`config.mk`:
```
export PLATFORM = sky130hd
export DESIGN_NAME = ap_spacing_guard
export DESIGN_NICKNAME = d
export VERILOG_FILES = /design/src/rtl/apsg_pkg.sv /design/src/rtl/apsg_dp.sv /design/src/rtl/apsg_ctrl.sv /design/src/rtl/ap_spacing_guard.sv
export SDC_FILE = /design/constraint.sdc
export NUM_CORES = 1
export LEC_CHECK = 0
export BUFFER_PORTS_ARGS = -buffer_cell sky130_fd_sc_hd__buf_4
export CAP_MARGIN = 20
export CELL_PAD_IN_SITES_DETAIL_PLACEMENT = 0
export CELL_PAD_IN_SITES_GLOBAL_PLACEMENT = 2
export CORE_MARGIN = 4
export CORE_UTILIZATION = 34
export DETAILED_ROUTE_END_ITERATION = 7
export PLACE_DENSITY_LB_ADDON = 0.1
export SKIP_LAST_GASP = 1
export SYNTH_ARGS = -nofsm -noshare
export SYNTH_HDL_FRONTEND = slang
export SYNTH_HIERARCHICAL = 1
export SYNTH_SLANG_ARGS = --single-unit
```
`constraint.sdc`:
```
create_clock -name clk -period 4.75 [get_ports clk]
set_input_delay 0 -clock clk [delete_from_list [all_inputs] [get_ports clk]]
set_output_delay 0 -clock clk [all_outputs]
set_load 0.05 [all_outputs]
```
`src/rtl/apsg_pkg.sv`:
```
`timescale 1ns/1ps
package apsg_pkg;
  typedef enum logic [1:0] {
    CMD_READ  = 2'b00,
    CMD_WRITE = 2'b01,
    CMD_PRE   = 2'b10,
    CMD_ACT   = 2'b11
  } cmdKind_e;

  // follower classes, one spacing counter each
  localparam int NCLS    = 3;
  localparam int CLS_RD  = 0;
  localparam int CLS_WR  = 1;
  localparam int CLS_OTH = 2;

  typedef struct packed {
    logic loadRdAp;
    logic loadWrAp;
  } dpCtrl_t;
endpackage

```
`src/rtl/apsg_dp.sv`:
```
`timescale 1ns/1ps
module apsg_dp
  import apsg_pkg::*;
#(
  parameter int BANK_W  = 2,
  parameter int BURST_W = 4,
  parameter int CAS_W   = 3,
  parameter int WTR_W   = 3,
  parameter int GAP_W   = 6
) (
  input  logic              clk,
  input  logic              rstN,
  input  dpCtrl_t           ctl,
  input  logic [BANK_W-1:0] cmdBank,
  input  logic [BURST_W-1:0] cfgBurst,
  input  logic [CAS_W-1:0]  cfgCas,
  input  logic [WTR_W-1:0]  cfgWtr,
  output logic              tracked,
  output logic [BANK_W-1:0] trackBank,
  output logic [NCLS-1:0]   clsClear
);
  logic [GAP_W-1:0] halfBurst;
  logic [GAP_W-1:0] casExt;
  logic [GAP_W-1:0] wtrExt;
  logic [GAP_W-1:0] gapAfterWr [NCLS];
  logic [GAP_W-1:0] gapAfterRd [NCLS];
  logic             loadAny;

  assign halfBurst = GAP_W'(cfgBurst >> 1);
  assign casExt    = GAP_W'(cfgCas);
  assign wtrExt    = GAP_W'(cfgWtr);
  assign loadAny   = ctl.loadRdAp | ctl.loadWrAp;

  always_comb begin
    gapAfterWr[CLS_RD]  = GAP_W'(1) + halfBurst + wtrExt;
    gapAfterWr[CLS_WR]  = halfBurst;
    gapAfterWr[CLS_OTH] = GAP_W'(1);
    gapAfterRd[CLS_RD]  = halfBurst;
    gapAfterRd[CLS_WR]  = casExt + halfBurst;
    gapAfterRd[CLS_OTH] = GAP_W'(1);
  end

  for (genvar c = 0; c < NCLS; c++) begin : g_cls
    logic [GAP_W-1:0] remain;
    logic [GAP_W-1:0] gapSel;

    assign gapSel = ctl.loadWrAp ? gapAfterWr[c] : gapAfterRd[c];

    // remain counts cycles still missing; next cycle is elapsed one
    always_ff @(posedge clk) begin
      if (!rstN) begin
        remain <= '0;
      end else if (loadAny) begin
        remain <= (gapSel == '0) ? '0 : gapSel - GAP_W'(1);
      end else if (remain != '0) begin
        remain <= remain - GAP_W'(1);
      end
    end

    assign clsClear[c] = (remain == '0);
  end

  always_ff @(posedge clk) begin
    if (!rstN) begin
      tracked   <= 1'b0;
      trackBank <= '0;
    end else if (loadAny) begin
      tracked   <= 1'b1;
      trackBank <= cmdBank;
    end
  end
endmodule

```
`src/rtl/apsg_ctrl.sv`:
```
`timescale 1ns/1ps
module apsg_ctrl
  import apsg_pkg::*;
#(
  parameter int BANK_W = 2
) (
  input  logic              clk,
  input  logic              rstN,
  input  logic              cmdValid,
  input  logic [1:0]        cmdType,
  input  logic              cmdAp,
  input  logic [BANK_W-1:0] cmdBank,
  input  logic              tracked,
  input  logic [BANK_W-1:0] trackBank,
  input  logic [NCLS-1:0]   clsClear,
  output logic              cmdAllowed,
  output logic              violation,
  output dpCtrl_t           ctl
);
  cmdKind_e kind;
  int unsigned clsIdx;
  logic needCheck;
  logic accept;

  assign kind = cmdKind_e'(cmdType);

  always_comb begin
    unique case (kind)
      CMD_READ:  clsIdx = CLS_RD;
      CMD_WRITE: clsIdx = CLS_WR;
      default:   clsIdx = CLS_OTH;
    endcase
  end

  assign needCheck  = cmdValid && tracked && (cmdBank != trackBank);
  assign cmdAllowed = !needCheck || clsClear[clsIdx];
  assign accept     = cmdValid && cmdAllowed;

  always_comb begin
    ctl.loadRdAp = accept && cmdAp && (kind == CMD_READ);
    ctl.loadWrAp = accept && cmdAp && (kind == CMD_WRITE);
  end

  always_ff @(posedge clk) begin
    if (!rstN) violation <= 1'b0;
    else       violation <= cmdValid && !cmdAllowed;
  end
endmodule

```
`src/rtl/ap_spacing_guard.sv`:
```
`timescale 1ns/1ps
module ap_spacing_guard
  import apsg_pkg::*;
#(
  parameter int BANK_W  = 2,
  parameter int BURST_W = 4,
  parameter int CAS_W   = 3,
  parameter int WTR_W   = 3
) (
  input  logic               clk,
  input  logic               rstN,
  input  logic               cmdValid,
  input  logic [1:0]         cmdType,
  input  logic               cmdAp,
  input  logic [BANK_W-1:0]  cmdBank,
  input  logic [BURST_W-1:0] cfgBurst,
  input  logic [CAS_W-1:0]   cfgCas,
  input  logic [WTR_W-1:0]   cfgWtr,
  output logic               cmdAllowed,
  output logic               violation
);
  localparam int WIDEST = (BURST_W > CAS_W) ? ((BURST_W > WTR_W) ? BURST_W : WTR_W)
                                            : ((CAS_W > WTR_W) ? CAS_W : WTR_W);
  localparam int GAP_W  = WIDEST + 2;

  dpCtrl_t           ctl;
  logic              tracked;
  logic [BANK_W-1:0] trackBank;
  logic [NCLS-1:0]   clsClear;

  apsg_ctrl #(.BANK_W(BANK_W)) u_ctrl (
    .clk(clk), .rstN(rstN), .cmdValid(cmdValid), .cmdType(cmdType),
    .cmdAp(cmdAp), .cmdBank(cmdBank), .tracked(tracked),
    .trackBank(trackBank), .clsClear(clsClear),
    .cmdAllowed(cmdAllowed), .violation(violation), .ctl(ctl)
  );

  apsg_dp #(
    .BANK_W(BANK_W), .BURST_W(BURST_W), .CAS_W(CAS_W),
    .WTR_W(WTR_W), .GAP_W(GAP_W)
  ) u_dp (
    .clk(clk), .rstN(rstN), .ctl(ctl), .cmdBank(cmdBank),
    .cfgBurst(cfgBurst), .cfgCas(cfgCas), .cfgWtr(cfgWtr),
    .tracked(tracked), .trackBank(trackBank), .clsClear(clsClear)
  );
endmodule

```
== Yosys cells after proc, flatten, opt, wreduce, memory -nomap -nowiden ==
Index checks and enable logic that the tools add are counted.

* Register bits: 22
* Bits of input ports: 18
* Output and inout bits: 2
* Word-level logic and storage cells: 52

* $add $sub $neg: 8
* $lt $le $gt $ge: 1
* Equality and inequality tests: 2
* Muxes and demuxes: 11
* Bitwise operators: 2
* Reduce and logical (&&, ||, !) cells: 22

{| class="wikitable"
|+ Operator list
! kind !! count
|-
| 6-bit two-way mux || 8
|-
| 6-bit logical NOT || 5
|-
| 6-bit by 1-bit subtractor with 6-bit output, second input constant || 5
|-
| 6-bit nonzero test || 3
|-
| 1-bit logical AND || 7
|-
| 6-bit by 3-bit adder with 6-bit output || 1
|-
| 1-bit by 3-bit adder with 4-bit output, first input constant || 1
|-
| 3-bit by 3-bit adder with 4-bit output || 1
|-
| 2-bit case mux with 2 select lines || 1
|-
| 2-bit nonzero test || 2
|-
| 2-bit by 3-bit less-than comparator with 1-bit output, second input constant || 1
|-
| 1-bit binary-select mux with 2-bit select || 1
|-
| 2-bit by 1-bit equality test with 1-bit output, second input constant || 1
|-
| 1-bit logical NOT || 2
|-
| 2-bit logical NOT || 1
|-
| 2-bit inequality test || 1
|-
| 2-bit OR reduction || 1
|-
| 1-bit logical OR || 1
|-
| 1-bit two-way mux || 1
|-
| 1-bit NOT || 1
|-
| 1-bit bitwise OR || 1
|}

== Longest topological paths before layout ==
* Word-level depth: 12
* Mapped depth: 17
* Depth with buffers taken out: 14

== Modules after synthesis ==
The synthesis kept the hierarchy.

{| class="wikitable"
|+ Modules (own cells, without submodules)
! module !! times used !! cells an instance !! area each (um^2) !! sequential area each (um^2)
|-
| apsg_dp || 1 || 173 || 1432.6 || 420.4
|-
| apsg_ctrl || 1 || 15 || 118.9 || 20.0
|}

== Worst setup path before layout ==
No wires, ideal clock.

* Kind: register -> register
* From: reg u_dp.g_cls[0].remain[2]
* To: reg u_dp.g_cls[0].remain[3]
* Library setup time: 0.070 ns
* Arrival: 3.417 ns
* Data required time: 4.680 ns
* Setup slack: 1.263 ns
* Stages on the path, launching flop included: 14
* Buffers on the path: 2
* Clock period less this slack: 3.487 ns
* Path through: dfxtp_1 > or3_4 > or3b_4 > inv_1 > nor3b_1 > a211oi_2 > a311oi_1 > buf_2 > clkbuf_1 > o21ai_0 > ha_1 > and2_1 > a2111o_1 > a21oi_1

{| class="wikitable"
|+ RTL lines
! item !! RTL line !! source
|-
| from (decl) || apsg_dp.sv:44 || <nowiki>logic [GAP_W-1:0] remain;</nowiki>
|-
| from (signal assigned) || apsg_dp.sv:54 || <nowiki>remain <= (gapSel == '0) ? '0 : gapSel - GAP_W'(1);</nowiki>
|-
| from (signal assigned) || apsg_dp.sv:56 || <nowiki>remain <= remain - GAP_W'(1);</nowiki>
|}

==> reports/metrics.yaml <==
cts-hold-fix-buffers: 2
status: "completed"
top_layer: "met4"
boundaryPins: 20
clkLatencyLatePin_ns: 0.26
worst-path-max-fanout: 12
die_w_um: 75.6
overall_global_routing_resource_usage_pct: 14.3
setup-violations-final: 0
finalHoldViolCount: 0
design.die.area_um2: 5710
synth_nets: 222
worstHoldPathType: "in2reg"
slew_headroom_pct: 47.9
reg2reg_slack_ns: 1.05
num_antenna_cells: 0
drive_above_1_share_pct: 14.1
final.setup.tns_ns: 0
antenna_violating_nets_post_route: 0
global_route_wire_length_before_repair_um: 6240
post-synth-top-count-cell: "sky130_fd_sc_hd__dfxtp_1"
synth.yosys.seq_area_share_pct: 28.4
clock_period_minus_final_worst_setup_slack_ns: 3.70
wl_um: 3590
area.growth.synth_to_final_pct: 17.8
synth_edf_count: 0
synth.distinct_cells: 46
detail_route.wirelength.met1_um: 1600
ir_drop_uv: 169
timing.rr.start: "u_dp/g_cls[0].remain[2]"
ff2ff_path_depth: 12
cts_tree: "built"
route.detailed.vias_per_inst: 5.14
post_cts_resize_count: 0
die_height_um: 75.6
ctsLongestPathBuffers: 2
clkSlewWorstSetupHoldPaths_ns: 0.08
crit_path_end: "u_dp/g_cls[0].remain[5]"
gp_routability_congestion: 0.715
remaining_drc_errors: 0
htree_num_levels: 1
post-synth-top-area-fraction_pct: 28.4
rsz0062_at_grt: "false"
power_density_nw_per_um2: 548
core-area_um2: 4380
port_buffers: 18
wl_met2_um: 1840
cts-buffers-inserted: 3
drt-initial-drc-count: 38
yosysWarningCount: 6
wire_per_inst_um: 13.9
nets: 241
post_cts_buffers: 0
critical_path.slowest_cell: "sky130_fd_sc_hd__a311oi_2"
globalRoute.totalOverflow: 0
slowest_delay_ns: 0.69
fraction_of_synthesis_flops_using_an_asynchronous_set_or_reset_pin_pct: 0
cap_violations: 0
synthesis.area_per_instance_um2: 8.25
post_synth_inst_count: 188
yosys.area.top_type: "sky130_fd_sc_hd__dfxtp_1"
timing_worst_setup_path_type: "reg2reg"
path_common_cell: "sky130_fd_sc_hd__a21oi_1"
timing.critical_path.to_type: "flip-flop"
detailroute.wirelength.met3_um: 115
initial_utilization_pct: 35.4
static_leakage_power_nw: 0.787
firstDrtPassIters: 4
achievable-frequency_mhz: 270
timing.critical_path.from_type: "flip-flop"
syn_area_um2: 1550
totalPowerFinal_mw: 1.00
grt_pass1_vias: 1386
place_hpwl_um: 2820
critPathArrivalTime_ns: 3.90
worst_pin_slew_ns: 0.779
postSynth.topFlopCell: "sky130_fd_sc_hd__dfxtp_1"
number_of_placement_rows: 24
synthTopCellsByCount: "sky130_fd_sc_hd__dfxtp_1 (22), sky130_fd_sc_hd__nand2_1 (17), sky130_fd_sc_hd__inv_1 (16), sky130_fd_sc_hd__nor2_1 (16), sky130_fd_sc_hd__ha_1 (14)"
cts.sink_count: 22
cp.required_ns: 4.95
ordered_cell_list_for_the_critical_path: "or3_4, or3b_4, inv_1, nor3b_1, a211oi_2, a311oi_2, o21ai_0, ha_1, nand2b_1, a21oi_1, a2111o_1, a21oi_1"
ys_seq_elements: 22
clock_tree_root_driver_cell: "sky130_fd_sc_hd__clkbuf_8"
vias: 1326
detailedPlace.worstSlack_ns: 1.04
timing.final.crit_share_pct: 77.9
timing_max_transition_violations_final: 0
worst_setup_path_startpoint: "u_dp/g_cls[0].remain[2]"
crit-reg2reg-capture: "u_dp/g_cls[0].remain[5]"
maximum_number_of_pins_on_one_net_before_global_route_repair: 14
worst_setup_slack_after_layout_ns: 1.05
grt_antenna_before_repair: 0
synth_area_leaders: "sky130_fd_sc_hd__dfxtp_1 (28%), sky130_fd_sc_hd__ha_1 (11%), sky130_fd_sc_hd__xnor2_1 (5.6%)"
final.setup_skew_ns: 0.00587
## power by group
part           internal, mW  switching, mW  total (mW)
combinational         0.245          0.266       0.511
clock                 0.113         0.0624       0.175
sequential            0.257         0.0584       0.316
## logic make-up after synthesis
kind of cell,count (synthesis),synth area share [%]
AO/OA/AOI/OAI,41,18.3
XOR/XNOR,17,9.60
adder cells (fa/ha/maj),16,13.9
buffers and inverters,23,5.73
flip-flops,22,28.4
multiplexers,3,2.02
AND/OR/NAND/NOR,66,22.1
## cell usage in the layout (no fill, tap or decap), types with 2 or more instances in the layout
| cell | count |
|---|---|
| sky130_fd_sc_hd__or3_1 | 2 |
| sky130_fd_sc_hd__o21ai_1 | 2 |
| sky130_fd_sc_hd__a21oi_1 | 9 |
| sky130_fd_sc_hd__nor4_1 | 2 |
| sky130_fd_sc_hd__mux2i_1 | 2 |
| sky130_fd_sc_hd__and3_1 | 2 |
| sky130_fd_sc_hd__clkbuf_8 | 3 |
| sky130_fd_sc_hd__o21ai_0 | 5 |
| sky130_fd_sc_hd__xor2_1 | 7 |
| sky130_fd_sc_hd__dlygate4sd3_1 | 2 |
| sky130_fd_sc_hd__nor2_1 | 16 |
| sky130_fd_sc_hd__a211oi_1 | 4 |
| sky130_fd_sc_hd__nor3_1 | 6 |
| sky130_fd_sc_hd__inv_1 | 16 |
| sky130_fd_sc_hd__nand2b_1 | 8 |
| sky130_fd_sc_hd__o32ai_1 | 2 |
| sky130_fd_sc_hd__dfxtp_1 | 22 |
| sky130_fd_sc_hd__xnor2_1 | 10 |
| sky130_fd_sc_hd__nand2_1 | 17 |
| sky130_fd_sc_hd__fa_1 | 2 |
| sky130_fd_sc_hd__ha_1 | 14 |
| sky130_fd_sc_hd__a21boi_0 | 4 |
| sky130_fd_sc_hd__nand3_1 | 2 |
| sky130_fd_sc_hd__o31ai_1 | 5 |
| sky130_fd_sc_hd__buf_4 | 19 |
## flip-flops by register name (all words and copies together), names as in the netlist
name	flops
u_ctrl/violation	1
u_dp/g_cls.remain	18
u_dp/trackBank	2
u_dp/tracked	1
## how the worst min path moves through the flow
stage	depth (start not counted)	to	start	slack, ns
after floorplan	2	u_dp/trackBank[0]	cmdBank[0]	0.15
after global placement	3	u_dp/trackBank[1]	cmdBank[1]	0.28
after detailed placement	3	u_dp/trackBank[1]	cmdBank[1]	0.28
after CTS	2	u_dp/tracked	rstN	0.04
after global routing	2	u_dp/tracked	rstN	0.04
final	2	u_dp/tracked	rstN	0.04
## worst max-delay path, delay by kind of cell, from the launching register on
family	cells	cell delay, ns
AOI/OAI and AO/OA	6	1.70
DFF	1	0.35
adders and majority gates	1	0.30
buffers and inverters	1	0.11
and+or+nand+nor	4	1.17
## metrics by stage
step | util (%) | cell area, um^2 | instances | hold WS (ns)
floorplan | - | 1550 | 188 | 0.148
global route | 41.7 | 1830 | 258 | 0.0388
CTS | 41.7 | 1830 | 258 | 0.0385
detailed placement | 39.6 | 1740 | 252 | 0.282
finish | 41.7 | 1830 | 258 | 0.0437
global placement | 39.6 | 1740 | 252 | 0.279
## layout make-up
type,count,area (um^2)
fill,458,2560
multi-input combinational,143,1030
sequential,22,440
timing repair buffer,21,163
tap,52,65.1
inverter,16,60.1
clock buffer,3,41.3
clock inverter,1,30.0
## layer usage
layer / vias to the layer above / GRT usage (%)
li1: 690 / -
met1: 610 / 17.2
met2: 22 / 25.6
met4: 0 / 5.83
met5: - / 0
met3: 4 / 1.85
No activity file was read; power rests on OpenSTA's default activity.
